--- config.mk ---
export PLATFORM = sky130hd
export DESIGN_NAME = lssd_clk_seq
export DESIGN_NICKNAME = d
export VERILOG_FILES = /design/src/rtl/lssd_seq_pkg.sv /design/src/rtl/lssd_gap_timer.sv /design/src/rtl/lssd_seq_fsm.sv /design/src/rtl/lssd_srl_chain.sv /design/src/rtl/lssd_clk_seq.sv
export SDC_FILE = /design/constraint.sdc
export NUM_CORES = 1
export LEC_CHECK = 0
export BUFFER_PORTS_ARGS = -buffer_cell sky130_fd_sc_hd__buf_2
export CAP_MARGIN = 30
export CELL_PAD_IN_SITES_DETAIL_PLACEMENT = 1
export CELL_PAD_IN_SITES_GLOBAL_PLACEMENT = 1
export CORE_ASPECT_RATIO = 1.75
export CORE_MARGIN = 2
export CORE_UTILIZATION = 45
export DETAILED_ROUTE_END_ITERATION = 10
export PLACE_DENSITY = 0.84
export SLEW_MARGIN = 20
export SYNTH_ARGS = -nofsm -noshare
export SYNTH_HDL_FRONTEND = slang
export SYNTH_HIERARCHICAL = 1
export SYNTH_SLANG_ARGS = --single-unit
--- constraint.sdc ---
create_clock -name clk -period 5.9 [get_ports clk]
set_input_delay 0 -clock clk [delete_from_list [all_inputs] [get_ports clk]]
set_output_delay 0 -clock clk [all_outputs]
set_load 0.03 [all_outputs]
--- src/rtl/lssd_seq_pkg.sv ---
package lssd_seq_pkg;

   typedef enum logic [3:0] {
      ST_IDLE  = 4'd0,
      ST_LD_A  = 4'd1,
      ST_LD_GA = 4'd2,
      ST_LD_B  = 4'd3,
      ST_LD_GB = 4'd4,
      ST_PI    = 4'd5,
      ST_PO    = 4'd6,
      ST_CAP_C = 4'd7,
      ST_CAP_G = 4'd8,
      ST_XFR_B = 4'd9,
      ST_XFR_G = 4'd10,
      ST_UL_A  = 4'd11,
      ST_UL_GA = 4'd12,
      ST_UL_B  = 4'd13,
      ST_UL_GB = 4'd14,
      ST_DONE  = 4'd15
   } seq_state_e;

   function automatic logic is_gap_state(seq_state_e s);
      return (s == ST_LD_GA) || (s == ST_LD_GB) || (s == ST_CAP_G) ||
             (s == ST_XFR_G) || (s == ST_UL_GA) || (s == ST_UL_GB);
   endfunction

endpackage

--- src/rtl/lssd_gap_timer.sv ---
module lssd_gap_timer #(
   parameter int GAP_CYCLES = 2
) (
   input  logic clk,
   input  logic rst_n,
   input  logic in_gap_i,
   output logic gap_done_o
);
   localparam int CW = (GAP_CYCLES > 1) ? $clog2(GAP_CYCLES) : 1;

   logic [CW-1:0] cnt_q;

   generate
      if (GAP_CYCLES < 2) begin : g_bad
         $error("lssd_gap_timer needs GAP_CYCLES of at least 2");
      end
   endgenerate

   always_ff @(posedge clk or negedge rst_n) begin
      if (!rst_n)
         cnt_q <= '0;
      else if (!in_gap_i)
         cnt_q <= '0;
      else
         cnt_q <= cnt_q + 1'b1;
   end

   assign gap_done_o = in_gap_i && (cnt_q == CW'(GAP_CYCLES - 1));

   AST_GAP_CNT_BOUND: assert property (@(posedge clk) disable iff (!rst_n)
      in_gap_i |-> (cnt_q <= CW'(GAP_CYCLES - 1)));

endmodule

--- src/rtl/lssd_seq_fsm.sv ---
module lssd_seq_fsm
   import lssd_seq_pkg::*;
#(
   parameter int CHAIN_MAX = 8,
   parameter int LEN_W     = 4
) (
   input  logic             clk,
   input  logic             rst_n,
   input  logic             start_i,
   input  logic [LEN_W-1:0] chain_len_i,
   input  logic             pi_done_i,
   input  logic             po_done_i,
   input  logic             gap_done_i,
   output logic [LEN_W-1:0] len_o,
   output logic             in_gap_o,
   output logic             clk_a_o,
   output logic             clk_b_o,
   output logic             clk_c_o,
   output logic             pi_apply_o,
   output logic             po_strobe_o,
   output logic             busy_o,
   output logic             done_o
);
   localparam logic [LEN_W-1:0] LEN_MAX = LEN_W'(CHAIN_MAX);

   seq_state_e       state_q, state_d;
   logic [LEN_W-1:0] len_q, len_d;
   logic [LEN_W-1:0] pair_q, pair_d;
   logic [LEN_W-1:0] len_clamped;
   logic             last_pair;

   always_comb begin
      if (chain_len_i == '0)
         len_clamped = LEN_W'(1);
      else if (chain_len_i > LEN_MAX)
         len_clamped = LEN_MAX;
      else
         len_clamped = chain_len_i;
   end

   assign last_pair = (pair_q == (len_q - LEN_W'(1)));

   always_comb begin
      state_d = state_q;
      len_d   = len_q;
      pair_d  = pair_q;
      unique case (state_q)
         ST_IDLE: begin
            if (start_i) begin
               state_d = ST_LD_A;
               len_d   = len_clamped;
               pair_d  = '0;
            end
         end
         ST_LD_A:  state_d = ST_LD_GA;
         ST_LD_GA: if (gap_done_i) state_d = ST_LD_B;
         ST_LD_B:  state_d = ST_LD_GB;
         ST_LD_GB: begin
            if (gap_done_i) begin
               if (last_pair) begin
                  state_d = ST_PI;
                  pair_d  = '0;
               end else begin
                  state_d = ST_LD_A;
                  pair_d  = pair_q + LEN_W'(1);
               end
            end
         end
         ST_PI:    if (pi_done_i) state_d = ST_PO;
         ST_PO:    if (po_done_i) state_d = ST_CAP_C;
         ST_CAP_C: state_d = ST_CAP_G;
         ST_CAP_G: if (gap_done_i) state_d = ST_XFR_B;
         ST_XFR_B: state_d = ST_XFR_G;
         ST_XFR_G: if (gap_done_i) state_d = ST_UL_A;
         ST_UL_A:  state_d = ST_UL_GA;
         ST_UL_GA: if (gap_done_i) state_d = ST_UL_B;
         ST_UL_B:  state_d = ST_UL_GB;
         ST_UL_GB: begin
            if (gap_done_i) begin
               if (last_pair) begin
                  state_d = ST_DONE;
                  pair_d  = '0;
               end else begin
                  state_d = ST_UL_A;
                  pair_d  = pair_q + LEN_W'(1);
               end
            end
         end
         ST_DONE:  state_d = ST_IDLE;
         default:  state_d = ST_IDLE;
      endcase
   end

   always_ff @(posedge clk or negedge rst_n) begin
      if (!rst_n) begin
         state_q <= ST_IDLE;
         len_q   <= LEN_W'(1);
         pair_q  <= '0;
      end else begin
         state_q <= state_d;
         len_q   <= len_d;
         pair_q  <= pair_d;
      end
   end

   assign clk_a_o     = (state_q == ST_LD_A) || (state_q == ST_UL_A);
   assign clk_b_o     = (state_q == ST_LD_B) || (state_q == ST_UL_B) ||
                        (state_q == ST_XFR_B);
   assign clk_c_o     = (state_q == ST_CAP_C);
   assign pi_apply_o  = (state_q == ST_PI);
   assign po_strobe_o = (state_q == ST_PO);
   assign busy_o      = (state_q != ST_IDLE);
   assign done_o      = (state_q == ST_DONE);
   assign in_gap_o    = is_gap_state(state_q);
   assign len_o       = len_q;

   AST_PAIR_IN_RANGE: assert property (@(posedge clk) disable iff (!rst_n)
      busy_o |-> (pair_q < len_q));
   AST_LEN_RANGE: assert property (@(posedge clk) disable iff (!rst_n)
      busy_o |-> ((len_q != '0) && (len_q <= LEN_MAX)));
   AST_LEN_HELD: assert property (@(posedge clk) disable iff (!rst_n)
      (busy_o && $past(busy_o)) |-> $stable(len_q));
   AST_PI_WAITS: assert property (@(posedge clk) disable iff (!rst_n)
      (pi_apply_o && !pi_done_i) |=> pi_apply_o);
   AST_PO_WAITS: assert property (@(posedge clk) disable iff (!rst_n)
      (po_strobe_o && !po_done_i) |=> po_strobe_o);

endmodule

--- src/rtl/lssd_srl_chain.sv ---
module lssd_srl_chain #(
   parameter int CHAIN_MAX = 8,
   parameter int LEN_W     = 4
) (
   input  logic                 clk,
   input  logic                 rst_n,
   input  logic                 en_a_i,
   input  logic                 en_b_i,
   input  logic                 en_c_i,
   input  logic                 scan_in_i,
   input  logic [CHAIN_MAX-1:0] sys_data_i,
   input  logic [LEN_W-1:0]     len_i,
   output logic [CHAIN_MAX-1:0] l2_o,
   output logic                 scan_out_o
);
   logic [CHAIN_MAX-1:0] l1_q;
   logic [CHAIN_MAX-1:0] l2_q;

   generate
      for (genvar i = 0; i < CHAIN_MAX; i++) begin : g_cell
         logic shift_src;
         if (i == 0) begin : g_head
            assign shift_src = scan_in_i;
         end else begin : g_body
            assign shift_src = l2_q[i-1];
         end

         always_ff @(posedge clk or negedge rst_n) begin
            if (!rst_n)
               l1_q[i] <= 1'b0;
            else if (en_c_i)
               l1_q[i] <= sys_data_i[i];
            else if (en_a_i)
               l1_q[i] <= shift_src;
         end

         always_ff @(posedge clk or negedge rst_n) begin
            if (!rst_n)
               l2_q[i] <= 1'b0;
            else if (en_b_i)
               l2_q[i] <= l1_q[i];
         end
      end
   endgenerate

   assign l2_o       = l2_q;
   assign scan_out_o = l2_q[len_i - LEN_W'(1)];

   AST_L2_ONLY_ON_B: assert property (@(posedge clk) disable iff (!rst_n)
      !en_b_i |=> $stable(l2_q));
   AST_L1_QUIET: assert property (@(posedge clk) disable iff (!rst_n)
      !(en_a_i || en_c_i) |=> $stable(l1_q));

endmodule

--- src/rtl/lssd_clk_seq.sv ---
module lssd_clk_seq
   import lssd_seq_pkg::*;
#(
   parameter int  CHAIN_MAX  = 8,
   parameter int  GAP_CYCLES = 1,
   localparam int LEN_W      = $clog2(CHAIN_MAX + 1)
) (
   input  logic                 clk,
   input  logic                 rst_n,
   input  logic                 start_i,
   input  logic [LEN_W-1:0]     chain_len_i,
   input  logic                 pi_done_i,
   input  logic                 po_done_i,
   input  logic                 scan_in_i,
   input  logic [CHAIN_MAX-1:0] sys_data_i,
   output logic                 clk_a_o,
   output logic                 clk_b_o,
   output logic                 clk_c_o,
   output logic                 pi_apply_o,
   output logic                 po_strobe_o,
   output logic                 busy_o,
   output logic                 done_o,
   output logic                 scan_out_o,
   output logic [CHAIN_MAX-1:0] l2_state_o
);
   logic [LEN_W-1:0] len_q;
   logic             in_gap;
   logic             gap_done;

   generate
      if (CHAIN_MAX < 1) begin : g_chk_len
         $error("CHAIN_MAX must be at least 1");
      end
      if (GAP_CYCLES < 1) begin : g_chk_gap
         $error("GAP_CYCLES must be at least 1");
      end

      if (GAP_CYCLES == 1) begin : g_gap_single
         assign gap_done = in_gap;
      end else begin : g_gap_count
         lssd_gap_timer #(.GAP_CYCLES(GAP_CYCLES)) i_gap (
            .clk       (clk),
            .rst_n     (rst_n),
            .in_gap_i  (in_gap),
            .gap_done_o(gap_done)
         );
      end
   endgenerate

   lssd_seq_fsm #(.CHAIN_MAX(CHAIN_MAX), .LEN_W(LEN_W)) i_fsm (
      .clk        (clk),
      .rst_n      (rst_n),
      .start_i    (start_i),
      .chain_len_i(chain_len_i),
      .pi_done_i  (pi_done_i),
      .po_done_i  (po_done_i),
      .gap_done_i (gap_done),
      .len_o      (len_q),
      .in_gap_o   (in_gap),
      .clk_a_o    (clk_a_o),
      .clk_b_o    (clk_b_o),
      .clk_c_o    (clk_c_o),
      .pi_apply_o (pi_apply_o),
      .po_strobe_o(po_strobe_o),
      .busy_o     (busy_o),
      .done_o     (done_o)
   );

   lssd_srl_chain #(.CHAIN_MAX(CHAIN_MAX), .LEN_W(LEN_W)) i_chain (
      .clk       (clk),
      .rst_n     (rst_n),
      .en_a_i    (clk_a_o),
      .en_b_i    (clk_b_o),
      .en_c_i    (clk_c_o),
      .scan_in_i (scan_in_i),
      .sys_data_i(sys_data_i),
      .len_i     (len_q),
      .l2_o      (l2_state_o),
      .scan_out_o(scan_out_o)
   );

   AST_CLK_EXCL: assert property (@(posedge clk) disable iff (!rst_n)
      $countones({clk_a_o, clk_b_o, clk_c_o}) <= 1);
   AST_CLK_GAP: assert property (@(posedge clk) disable iff (!rst_n)
      (clk_a_o || clk_b_o || clk_c_o) |=> !(clk_a_o || clk_b_o || clk_c_o));
   AST_HS_QUIET: assert property (@(posedge clk) disable iff (!rst_n)
      (pi_apply_o || po_strobe_o) |-> !(clk_a_o || clk_b_o || clk_c_o));
   AST_DONE_ONE: assert property (@(posedge clk) disable iff (!rst_n)
      done_o |=> (!done_o && !busy_o));
   AST_START_BUSY: assert property (@(posedge clk) disable iff (!rst_n)
      (start_i && !busy_o) |=> (busy_o && clk_a_o));

endmodule

======== Word level (Yosys, flattened, before mapping) ========
Cells that the tools add are included.
W data, S select, Z words.
storage, ports and cells
  register bits after elaboration ......... 28
  latch bits .............................. 0
  bits in writable memories ............... 0
  bits in read-only memories .............. 0
  output and inout port bits .............. 16
  logic and storage cells ................. 102
  memories ................................ 0
operators by class
  $add $sub $neg .......................... 2
  multiply operators ...................... 0
  div/mod/pow operators ................... 0
  magnitude comparators ................... 2
  equal/unequal tests ..................... 26
  shift-type cells ........................ 0
  multiplexer cells ....................... 36
  bitwise gates (word level) .............. 0
  reduce and logical (&&, ||, !) cells .... 17
operators with widths
  cell                   number
  $pmux W4 S16           1
  $mux W4                14
  $eq A4 B4 Y1 const B   8
  $ne A2 B2 Y1 const B   9
  $mux W1                17
  $eq A4 B3 Y1 const B   4
  $reduce_and A9 Y1      1
  $eq A4 B2 Y1 const B   2
  $logic_not A4 Y1       2
  $logic_or A1 B1 Y1     8
  $pmux W4 S2            1
  $mux W3                2
  $add A4 B1 Y4 const B  1
  $eq A4 B1 Y1 const B   1
  $eq A4 B4 Y1           1
  $gt A4 B4 Y1 const B   1
  $lt A4 B4 Y1 const B   1
  $reduce_bool A2 Y1     2
  $reduce_bool A4 Y1     1
  $sub A4 B1 Y4 const B  1
  $bmux W1 S3            1
  $reduce_and A3 Y1      1
  $ne A2 B1 Y1 const B   1
  $reduce_and A2 Y1      1
  $reduce_or A2 Y1       1

======== Depth between registers and ports, before layout ========
Gate-level depths: netlist of run 1.
  depth in word-level cells ............... 8
  depth in mapped cells ................... 9
  gate-level depth less buffers ........... 8

======== Cells and area by module ========
Netlist of run 1, hierarchy kept.
by module, submodules not included
  module          instances  cells each  area each (um^2)  seq. area each (um^2)
  lssd_seq_fsm    1          93          823.3             301.5
  lssd_srl_chain  1          65          798.3             400.4

======== Worst setup path after synthesis of run 1 ========
Ideal clock, no wire load.
  path type ............................... flip-flop to flip-flop
  start ................................... reg i_fsm.state_q[3]
  end ..................................... reg i_chain.l2_q[0] (netlist: i_chain/g_cell[1].shift_src)
  setup time .............................. 125 ps
  data arrival time ....................... 1960 ps
  data required time ...................... 5775 ps
  slack ................................... 3815 ps
  stages on the path, launching flop included .. 6
  path buffers ............................ 2
  period minus slack after synthesis ...... 2085 ps
  path through ............................ dfrtp_1 -> clkbuf_1 -> mux2i_1 -> nor2b_1 -> clkbuf_1 -> mux2_2
on the way
  cells in the longest elaborated chain, start to end .. 3
  elaborated cells between the ends (all ways) .. 5
  classes of those cells .................. 3 x eq/ne; 2 x reduce/logical
ends and longest elaborated chain
  element                                              RTL line              source
  start: declaration                                   lssd_seq_fsm.sv:26    seq_state_e state_q, state_d;
  start signal: assignment                             lssd_seq_fsm.sv:100   state_q <= state_d;
  $eq A4 B2 Y1 / $eq A4 B4 Y1 (equally long branches)  lssd_seq_fsm.sv:107   assign clk_b_o = (state_q == ST_LD_B) || (state_q == ST_UL_B) ||
  $logic_or A1 B1 Y1                                   lssd_seq_fsm.sv:107
  $logic_or A1 B1 Y1 (*)                               lssd_seq_fsm.sv:107
  via clk_b_o                                          lssd_clk_seq.sv:17    output logic clk_b_o,
  end signal: indexed assignment                       lssd_srl_chain.sv:41  l2_q[i] <= l1_q[i];
  end: declaration                                     lssd_srl_chain.sv:17  logic [CHAIN_MAX-1:0] l2_q;
The timed path passes the listed nets; every way through them passes the cells marked *.
A chain may end at the register's enable or synchronous reset.

======== Worst setup path in the final report of run 1 ========
  start ................................... reg i_fsm.state_q[1]
  end ..................................... reg i_fsm.pair_q[2]
on the way
  cells in the longest elaborated chain, start to end .. 8
  elaborated cells between the ends (all ways) .. 18
  classes of those cells .................. 8 x eq/ne; 1 x mux; 9 x reduce/logical
ends and longest elaborated chain
  element                                              RTL line             source
  $eq A4 B2 Y1 / $eq A4 B3 Y1 (equally long branches)  lssd_seq_pkg.sv:23   return (s == ST_LD_GA) || (s == ST_LD_GB) || (s == ST_CAP_G) ||
  $logic_or A1 B1 Y1 (3 in a row)                      lssd_seq_pkg.sv:23
  $logic_or A1 B1 Y1                                   lssd_seq_pkg.sv:24   (s == ST_XFR_G) || (s == ST_UL_GA) || (s == ST_UL_GB);
  $logic_or A1 B1 Y1 (*)                               lssd_seq_pkg.sv:24
  via gap_done                                         lssd_clk_seq.sv:28   logic gap_done;
  $ne A2 B1 Y1 (no line) (*)                           n/a
  $reduce_and A3 Y1 (no line) (*)                      n/a
  end signal: assignment                               lssd_seq_fsm.sv:102  pair_q <= pair_d;
  end: declaration                                     lssd_seq_fsm.sv:28   logic [LEN_W-1:0] pair_q, pair_d;
Marks and branches as above.

==> results.md, run 1 <==
* Status: finished clean
* Worst path most repeated cell: nor2_1
* Flops & latches, synth at 28
* Hold Vio Cnt, Final at 0
* Postcts setup bufs at 0
* Initial cell density of the core at a little under half
* Final worst-path cycle share at 37.8%
* Clk_lat worst skew at 0.27 ns
* Clk pin slew, worst setup/hold paths at 0.10 ns
* R2r endpoint: i_fsm/pair_q[2]
* Startpoint Class: flip-flop
* Ports at 34
* CTS tree: yes
* # clock sinks at 28
* Hold WC Path Type: input pin to flip-flop
* Fmax at roughly 450 MHz
* Cells after Synth at around 160
* Post-synth EDFFs at 0
* Bufs and invs on worst path at 0
* WL per Instance at roughly 16 µm
* Vias at around 1300
* R2r setup slk at roughly 3.7 ns
* Clock root buffer: clkbuf_8
* Maximum clock insertion buffer count at 2
* Average size of a mapped cell at 10.3 µm²
* Port Buffers at 33
* Crit path max-delay cell type: dfrtp_1
* CORE AREA at around 3400 µm²
* Final setup viols at 0
* Power per cell area at ~560 nW/µm²
* WL final at approximately 3900 µm
* Syn_nets at approximately 180
* Slew Viols, Final at 0
* Die Ht at roughly 83 µm
* First-pass GRT wire length at slightly below 7000 µm
* Clock period minus final worst setup slack at 2.23 ns
* Worst relative slew slack at a little over two fifths
* Synth Warn # at 6
* Setup crit start: i_fsm/state_q[1]
* Largest net degree at the start of global routing at 29
* Clock skew at between 0.001 and 0.0015 ns
* Worst EP required at 6.10 ns
* Placed Area at between 1500 and 2000 µm²
* CP arrival at between 2 and 2.5 ns
* Number of remaining DRC errors at 0
* Fraction of layout cells with a size suffix above 1 at about a quarter
* Die Wd at about 49 µm
* RSZ-0062 raised after global routing: no
* Die ar. at slightly above 4000 µm²
* Max cap viols at 0
* CP peak stage delay at a little over 0.6 ns
* Ys flop type: dfrtp_1
* N_diodes at 0
* Final TNS setup at 0 ns
* TritonCTS Buffers at 3
* Area growth syn-to-layout at 19.4%
* Async SR Flop Fraction at 100%
* Leak at 0.832 nW
* Critical path type: flip-flop to flip-flop
* Tot GR Track Use at about a fifth
* Crit-path leading delay family: simple AND/OR/NAND/NOR gates
* Htree depth at 1
* FILL cells at between 300 and 400
* Max IR drop VDD at 0.347 mV
* Seq/Total Area, Yosys at roughly 43%
* Drt pass-1 iters at 4
* Critical Path Stages at 8
* Post-Layout Inst Area at 1940 µm²
* CP Cell Sequence: xor2_1 -> nor2_1 -> nor2_1 -> mux2i_1 -> or3_4 -> a21o_1 -> or2_1 -> o2bb2ai_1
* Global route overflow at 0
* Final layout net count at roughly 220
* Crit end category: flip-flop
* CP Max Fanout at 12
* Worst-Margin Slew at 0.871 ns
* HPWL after detailed placement at approximately 2700 µm
* Placer congestion estimate at 0.745
* DRT antenna net count at 0
* Post-Syn Area at approximately 1600 µm²
* Core Rows at 28
* Vias in the first global route at roughly 1500
* Vias per inst at 5.39
* RR Startpoint: i_fsm/state_q[1]
* 1st-iter DRT viols at 10
* Cell depth of the worst flop-to-flop path at 8
* Antenna violations before repair at 0
* Cell variety after synth at 40
* CP endpoint: i_fsm/pair_q[2]
## layout by cell type, fill, tap and decap left out, types with 2 or more instances in the layout
master	Yosys	final
nor3_1	2	2
xnor2_1	7	7
o21ai_1	4	4
dfrtp_1	27	27
xor2_1	2	2
ha_1	3	3
nand2_1	18	18
dlygate4sd3_1	0	12
inv_1	6	6
mux2_2	10	10
clkbuf_8	0	4
mux2i_1	10	10
nand2b_1	6	6
o21ai_0	12	12
a21oi_1	3	3
nand3_1	2	2
mux4_1	2	2
nor2_1	10	10
buf_2	2	33
## area by class of cell
cell class | instances | area [µm²] | area share (%)
tap | 45 | 56.3 | 2.91
inverter | 6 | 22.5 | 1.16
timing repair buffer | 46 | 293 | 15.1
clock buffer | 4 | 55.1 | 2.84
sequential | 28 | 702 | 36.2
multi-input combinational | 110 | 808 | 41.7
## report_power, final
| group | total [mW] | switching, mW | internal, mW |
|---|---|---|---|
| Combinational | 0.574 | 0.316 | 0.258 |
| Clock | 0.119 | 0.0591 | 0.0597 |
| Sequential | 0.387 | 0.111 | 0.277 |
| Total | 1.08 | 0.485 | 0.595 |
## cells in the mapped netlist, types with 2 or more instances
| library cell | number | share of area [%] |
|---|---|---|
| nor3_1 | 2 | 0.62 |
| a21oi_1 | 3 | 0.93 |
| mux2i_1 | 10 | 6.2 |
| dfrtp_1 | 27 | 42 |
| mux2_2 | 10 | 6.9 |
| nor2_1 | 10 | 2.3 |
| o21ai_1 | 4 | 1.2 |
| buf_4 | 7 | 3.2 |
| mux4_1 | 2 | 3.2 |
| o21ai_0 | 12 | 3.7 |
| xnor2_1 | 7 | 3.8 |
| ha_1 | 3 | 2.3 |
| xor2_1 | 2 | 1.1 |
| nand2_1 | 18 | 4.2 |
| inv_1 | 6 | 1.4 |
| clkbuf_1 | 4 | 0.93 |
| buf_2 | 2 | 0.62 |
| nand2b_1 | 6 | 2.3 |
| nand3_1 | 2 | 0.62 |
## routing by layer
metal / vias to the layer above / track usage (%) / part of all wire, %
met2: 29 / 39.2 / 58
li1: 608 / - / -
met4: 0 / 8.08 / 2.8
met3: 10 / 2.88 / 2.1
met1: 641 / 23.3 / 37
met5: - / 0 / 0
## worst reg2reg max path: stages (launching register included)
cell and delay [ns]:
dfrtp_1 0.61, xor2_1 0.25, nor2_1 0.06, nor2_1 0.18, mux2i_1 0.11, or3_4 0.35, a21o_1 0.22, or2_1 0.25
o2bb2ai_1 0.12
## what timing repair did
action | 4_1_cts | 5_1_grt
resized for setup | 0 | 0
hold buffers | 12 | 0
endpoints found under the hold margin | 37 | 0
## kinds of logic (layout without fill, tap and decap cells)
| logic type | after synthesis | after routing | synth area share (%) |
|---|---|---|---|
| simple gates | 48 | 48 | 14.9 |
| xor+xnor | 10 | 10 | 6.33 |
| fa+ha+maj | 3 | 3 | 2.32 |
| flops | 28 | 28 | 43.3 |
| mux | 22 | 22 | 16.4 |
| compound gates | 27 | 27 | 9.95 |
| buf+inv | 20 | 56 | 6.87 |
## state kept, by name, indices dropped and copies added (netlist names)
signal                    flops
i_chain/g_cell.shift_src      7
i_chain/l1_q                  8
i_chain/l2_o                  1
i_fsm/len_o                   4
i_fsm/pair_q                  4
i_fsm/state_q                 4
## metrics by stage
| stage | setup slack [ns] | util, % | std cells | total power [mW] | hold slack (ns) |
|---|---|---|---|---|---|
| 2_1_floorplan | 3.82 | - | 158 | 0.848 | -0.296 |
| 3_3_place_gp | 3.87 | 51.6 | 222 | 0.921 | 0.0497 |
| 3_5_place_dp | 3.69 | 51.6 | 222 | 0.950 | 0.0599 |
| 4_1_cts | 3.64 | 56.8 | 238 | 1.09 | 0.00293 |
| 5_1_grt | 3.44 | 57.0 | 239 | 1.17 | 0.0138 |
| 6_report | 3.67 | 57.0 | 239 | 1.08 | 0.0104 |
## how the worst min path moves through the flow
stage,from,end,slack [ns],cells after the start
2_1_floorplan,rst_n,i_chain/g_cell[1].shift_src,-0.30,0
3_3_place_gp,rst_n,i_fsm/pair_q[3],0.05,1
3_5_place_dp,rst_n,i_fsm/state_q[0],0.06,1
4_1_cts,chain_len_i[1],i_fsm/len_o[1],0.003,3
5_1_grt,chain_len_i[1],i_fsm/len_o[1],0.01,3
6_report,chain_len_i[1],i_fsm/len_o[1],0.01,3
Note: power is estimated with default switching activity, not from simulation.
==> inputs of run 2 (changes only) <==
CORE_UTILIZATION = 37   (was 45)
PLACE_DENSITY = 0.74   (was 0.84)
clock period = 1.8 ns   (was 5.9 ns; I/O delays follow)
==> run 2 against run 1 <==
Net effect: fmax is 13% higher; final area is 12% higher; first-iteration DRC count stayed put; global-route usage decreased by 1.8 points; clock-buffer cell count unchanged; sequential power rose to 3.0 times the previous value; wire length up 12%; largest cell class unchanged; setup slack worse by 3.8 ns; largest power group unchanged; the flow now finishes with violations (negative setup slack); sequential share of layout area down 3.9 points; power grew to 3.8 times the previous value.
==> results.md, run 2 (synthesized netlist as in run 1, its figures left out) <==
* Status: complete, but fails checks
* Failing checks: negative setup slack
* Hold Path Origin: chain_len_i[1]
* N_diodes at 0
* Clk_lat worst skew at around 0.27 ns
* Number of remaining DRC errors at 0
* # clock sinks at 28
* DRT antenna net count at 0
* Power per cell area at around 1900 nW/µm²
* Crit end category: flip-flop
* Max reg flops at 8
* Maximum clock insertion buffer count at 2
* Hold WC Path Type: input pin to flip-flop
* WL final at around 4400 µm
* Initial cell density of the core at roughly 39%
* Die Wd at 54.0 µm
* Clock root buffer: clkbuf_8
* CP Max Fanout at 3
* Htree depth at 1
* Worst EP required at approximately 2.0 ns
* Hold Vio Cnt, Final at 0
* CORE AREA at 4190 µm²
* Ports at 34
* Max IR drop VDD at about 1.4 mV
* Vias at 1342
* Setup slack at placement at -0.128 ns
* Final worst-path cycle share at 109%
* Max cap viols at 0
* Commonest non-fill, non-tap cell in the layout: buf_2
* Worst relative slew slack at 56.0%
* Worst Slack Setup Final at -0.163 ns
* Clk pin slew, worst setup/hold paths at roughly 0.10 ns
* Global route overflow at 0
* Worst Hold Path EP: i_fsm/len_o[1]
* Vias per inst at about 5.2
* Worst-Margin Slew at roughly 0.66 ns
* TritonCTS Buffers at 3
* First-pass GRT wire length at between 7000 and 8000 µm
* 1st-iter DRT viols at 10
* CP arrival at 2.16 ns
* Final core occ at approximately 52%
* Placer congestion estimate at between 0.7 and 0.8
* Power, Total at 4.15 mW
* WL per Instance at approximately 17 µm
* Final setup viols at 5
* Startpoint Class: flip-flop
* Port Buffers at 33
* Leak at about 0.93 nW
* Largest net degree at the start of global routing at 29
* R2r setup slk at -0.16 ns
* Most frequent cells in the layout: buf_2, dfrtp_1, nand2_1, buf_4, o21ai_0
* Top reg by flops: i_chain/l1_q
* Fmax at around 510 MHz
* Area growth syn-to-layout at 34.0%
* HPWL after detailed placement at approximately 3000 µm
* Final layout net count at 230
* Hold path depth at 3
* Clock period minus final worst setup slack at between 1.5 and 2 ns
* Clock skew at 0.00557 ns
* RSZ-0062 raised after global routing: yes
* Drt pass-1 iters at 3
* RR Startpoint: i_fsm/state_q[1]
* CTS tree: yes
* R2r endpoint: i_fsm/pair_q[0]
* Die ar. at slightly below 5000 µm²
* Antenna violations before repair at 0
* Cell depth of the worst flop-to-flop path at 8
* Slew Viols, Final at 0
* Fraction of layout cells with a size suffix above 1 at 38.9%
* Tot GR Track Use at 19.3%
* Core Rows at 31
* Vias in the first global route at roughly 1500
* Critical path type: flip-flop to flip-flop
* Die Ht at 91.6 µm
run 2: changes by cell type in the layout (fill, tap and decap cells not counted), moves of 2 or more:
cell     change
ha_1         -2
buf_6        +3
buf_4       +12
xnor2_1      -2
ha_4         +2
xnor2_2      +2
run 2: metal layers:
layer	vias up	routed length, µm	track usage (%)
met1	679	1600	22.0
met5	-	0	0
li1	636	-	-
met2	23	2580	35.1
met3	4	111	2.47
met4	0	68	5.83
run 2: final cells by class:
| class | count | area, µm² |
|---|---|---|
| multi-input cells | 110 | 907 |
| fillers | 469 | 2020 |
| inverters | 6 | 25.0 |
| clock buffers | 4 | 55.1 |
| repair buffers | 60 | 422 |
| well taps | 49 | 61.3 |
| flip-flops and latches | 28 | 702 |
run 2: critical path, cell delays in order (launching register included):
cell     delay, ns
dfrtp_1       0.40
xor2_1        0.22
nor2_1        0.08
nor2_1        0.15
mux2i_1       0.09
or3_4         0.37
a21o_1        0.19
or2_1         0.25
o21ai_1       0.14
run 2: repair_timing:
action / 4_1_cts / 5_1_grt
endpoints found under the setup margin: 6 / 15
setup buffers: 4 / 1
hold buffers: 11 / 0
resized for setup: 11 / 9
pin swaps: 10 / 11
hold endpoints to repair: 37 / 0
run 2: power by group:
group | leakage (nW) | switching, mW | total [mW] | internal, mW
Combinational | 0.563 | 1.38 | 2.61 | 1.24
Sequential | 0.336 | 0.236 | 1.15 | 0.909
Clock | 0.0288 | 0.195 | 0.391 | 0.196
Total | 0.928 | 1.81 | 4.15 | 2.34
run 2: how the worst max path moves through the flow:
stage	startpoint	endpoint	slack, ns
detailed placement	i_fsm/len_o[0]	i_fsm/state_q[2]	-0.13
CTS	i_fsm/len_o[0]	scan_out_o	-0.15
floorplan	i_fsm/state_q[1]	i_fsm/pair_q[3]	-0.08
finish	i_fsm/state_q[1]	i_fsm/pair_q[0]	-0.16
global placement	i_fsm/len_o[0]	i_fsm/pair_q[2]	-0.004
global route	i_fsm/state_q[1]	i_fsm/pair_q[0]	-0.25
run 2: stage by stage:
stage / cell area (µm²) / hold slack [ns] / setup TNS (ns) / std cells
6_report: 2170 / 0.0241 / -0.654 / 257
5_1_grt: 2170 / 0.00275 / -1.22 / 257
4_1_cts: 2120 / 0.00234 / -0.385 / 257
3_5_place_dp: 1880 / 0.0664 / -0.382 / 238
3_3_place_gp: 1880 / 0.0521 / -0.00445 / 238
2_1_floorplan: 1650 / -0.296 / -0.593 / 158
==> inputs of run 3 (changes only) <==
CORE_UTILIZATION = 45   (was 37)
PLACE_DENSITY = 0.84   (was 0.74)
clock period = 2.5 ns   (was 1.8 ns; I/O delays follow)
==> run 3 against run 2 <==
Net effect: the run now ends clean; final area down 10%; wire length is 9.3% lower; clock power is 28% lower; non-clock buffer count shrank 13; hold slack improved by 0.0093 ns; fmax fell by 11%; clock-buffer cell count stayed put; final cell count shrank 6.6%; first-iteration DRC count grew 40%; register-to-register slack better by 0.45 ns; critical path type unchanged; critical endpoint unchanged; largest power group unchanged; highest routed layer unchanged.
==> results.md, run 3 (synthesized netlist as in run 1, its figures left out) <==
* Drt pass-1 iters at 4
* Hold WC Path Type: input pin to flip-flop
* Post-Layout Inst Area at 1950 µm²
* Worst Hold Path EP: i_chain/l1_q[0]
* Maximum clock insertion buffer count at 2
* Worst EP required at around 2.7 ns
* Switching Fraction at between 40% and 50%
* RSZ-0062 raised after global routing: no
* Max cap viols at 0
* Placed Area at around 1800 µm²
* WL per Instance at 16.5 µm
* Non-Filler Instances at 240
* Max IR drop VDD at 0.856 mV
* Setup slack at placement at roughly 0.30 ns
* Largest net degree at the start of global routing at 29
* Leak at between 0.8 and 0.9 nW
* WL final at between 3000 and 4000 µm
* Tot GR Track Use at 21.8%
* Worst path most repeated cell: nor2_1
* Hold Vio Cnt, Final at 0
* Hold path depth at 3
* RR Startpoint: i_fsm/state_q[2]
* Area growth syn-to-layout at 20.0%
* Worst Slack Setup Final at a little under 0.3 ns
* Most frequent cells in the layout: buf_2, dfrtp_1, nand2_1, dlygate4sd3_1, o21ai_0
* DP Cell Count at between 200 and 250
* P_sw at around 1.2 mW
* Clk_lat worst skew at around 0.27 ns
* Clock skew at between 0.003 and 0.004 ns
* CP peak stage delay at between 0.5 and 0.6 ns
* Top reg by flops: i_chain/l1_q
* Startpoint Class: flip-flop
* 1st-iter DRT viols at 14
* Final setup viols at 0
* Power per cell area at 1330 nW/µm²
* Max reg flops at 8
* Die ar. at 4120 µm²
* Antenna violations before repair at 0
* DRT antenna net count at 0
* N_diodes at 0
* CP Cell Sequence: xor2_1 -> nor2_1 -> nor2_1 -> mux2i_1 -> or3_4 -> a21o_1 -> or2_1 -> o21ai_1
* Crit path max-delay cell type: dfrtp_1
* Global route overflow at 0
* R2r setup slk at 0.29 ns
* Slew Viols, Final at 0
* Vias per inst at 5.44
* First-pass GRT wire length at between 7000 and 8000 µm
* Die Wd at about 50 µm
* Ports at 34
* Commonest non-fill, non-tap cell in the layout: buf_2
* R2r endpoint: i_fsm/pair_q[0]
* Fmax at ~450 MHz
* TritonCTS Buffers at 3
* Vias in the first global route at roughly 1500
* Vias at approximately 1300
* CORE AREA at 3400 µm²
* Final TNS setup at 0 ns
* Clk pin slew, worst setup/hold paths at 0.10 ns
* Port Buffers at 33
* HPWL after detailed placement at approximately 2800 µm
* CTS tree: yes
* Status: finished clean
* Final worst-path cycle share at roughly 90%
* Final layout net count at approximately 220
* Die Ht at approximately 83 µm
* Worst relative slew slack at a little under three fifths
* Initial cell density of the core at between 40% and 50%
* Number of remaining DRC errors at 0
* Clock root buffer: clkbuf_8
* CP Max Fanout at 10
* CP arrival at roughly 2.4 ns
* Cell depth of the worst flop-to-flop path at 8
* Core Rows at 28
* Worst-Margin Slew at 0.648 ns
* Hold Path Origin: scan_in_i
* Fraction of layout cells with a size suffix above 1 at between 20 and 30%
* Htree depth at 1
* Comb pwr share at between 50% and 60%
* Setup crit start: i_fsm/state_q[2]
* # clock sinks at 28
* Placer congestion estimate at roughly 0.75
* Final core occ at between 50% and 60%
* Sequential share of power at 35.9%
* Cell-internal power at roughly 1.4 mW
* Clock period minus final worst setup slack at between 2 and 2.5 ns
* Crit end category: flip-flop
* Critical path type: flip-flop to flip-flop
* Clock Power Share at a little over a tenth
[run 3: cell count changes in the layout (fill, tap and decap cells not counted), sizes merged]
cell	delta
dlygate4sd3	+1
buf	-14
[run 3: timing repair]
item	in CTS	in global routing
setup buffers	0	0
endpoints found under the hold margin	37	0
hold buffers	12	0
endpoints found under the setup margin	0	1
gates resized for setup	0	1
[run 3: worst max-delay path by stage]
stage / slack [ns] / to / cells after the start
2_1_floorplan: 0.42 / i_chain/g_cell[1].shift_src / 5
3_3_place_gp: 0.47 / i_fsm/pair_q[2] / 8
3_5_place_dp: 0.30 / i_fsm/pair_q[2] / 8
4_1_cts: 0.28 / i_fsm/pair_q[2] / 8
5_1_grt: 0.04 / i_fsm/pair_q[3] / 8
6_report: 0.29 / i_fsm/pair_q[0] / 8
[run 3: metal layers]
layer,global-route usage [%],vias to the layer above,part of all wire (%)
met5,0,-,0
met4,8.59,0,2.5
met3,2.70,8,2.9
met2,41.3,31,57
met1,23.5,658,37
li1,-,609,-
[run 3: cell type report]
cell class                 instances  area, µm²
sequential                        28        703
inverter                           6       22.5
fill                             391       1450
tap                               45       56.3
timing repair buffer              47        300
clock buffer                       4       55.1
multi-input combinational        110        808
[run 3: per-stage QoR]
step	power (mW)	hold slack, ns
after detailed placement	2.27	0.0610
after CTS	2.58	0.0163
final	2.58	0.0334
after global routing	2.78	0.0339
after global placement	2.19	0.0491
after floorplan	2.00	-0.296
[run 3: power groups by stage]
stage	Clock, mW	Combinational [mW]	Sequential [mW]
after CTS	0.290	1.38	0.918
after global placement	0	1.29	0.904
after floorplan	0	1.21	0.796
final	0.283	1.38	0.927
after global routing	0.308	1.50	0.964
after detailed placement	0	1.35	0.924
[run 3: worst max-delay path, delay by kind of cell, from the launching register on]
kind / cells / cell delay [ns]
xor gates and xnor gates: 1 / 0.23
and+or+nand+nor: 4 / 0.87
muxes: 1 / 0.12
AOI/OAI and AO/OA: 2 / 0.35
DFF: 1 / 0.57
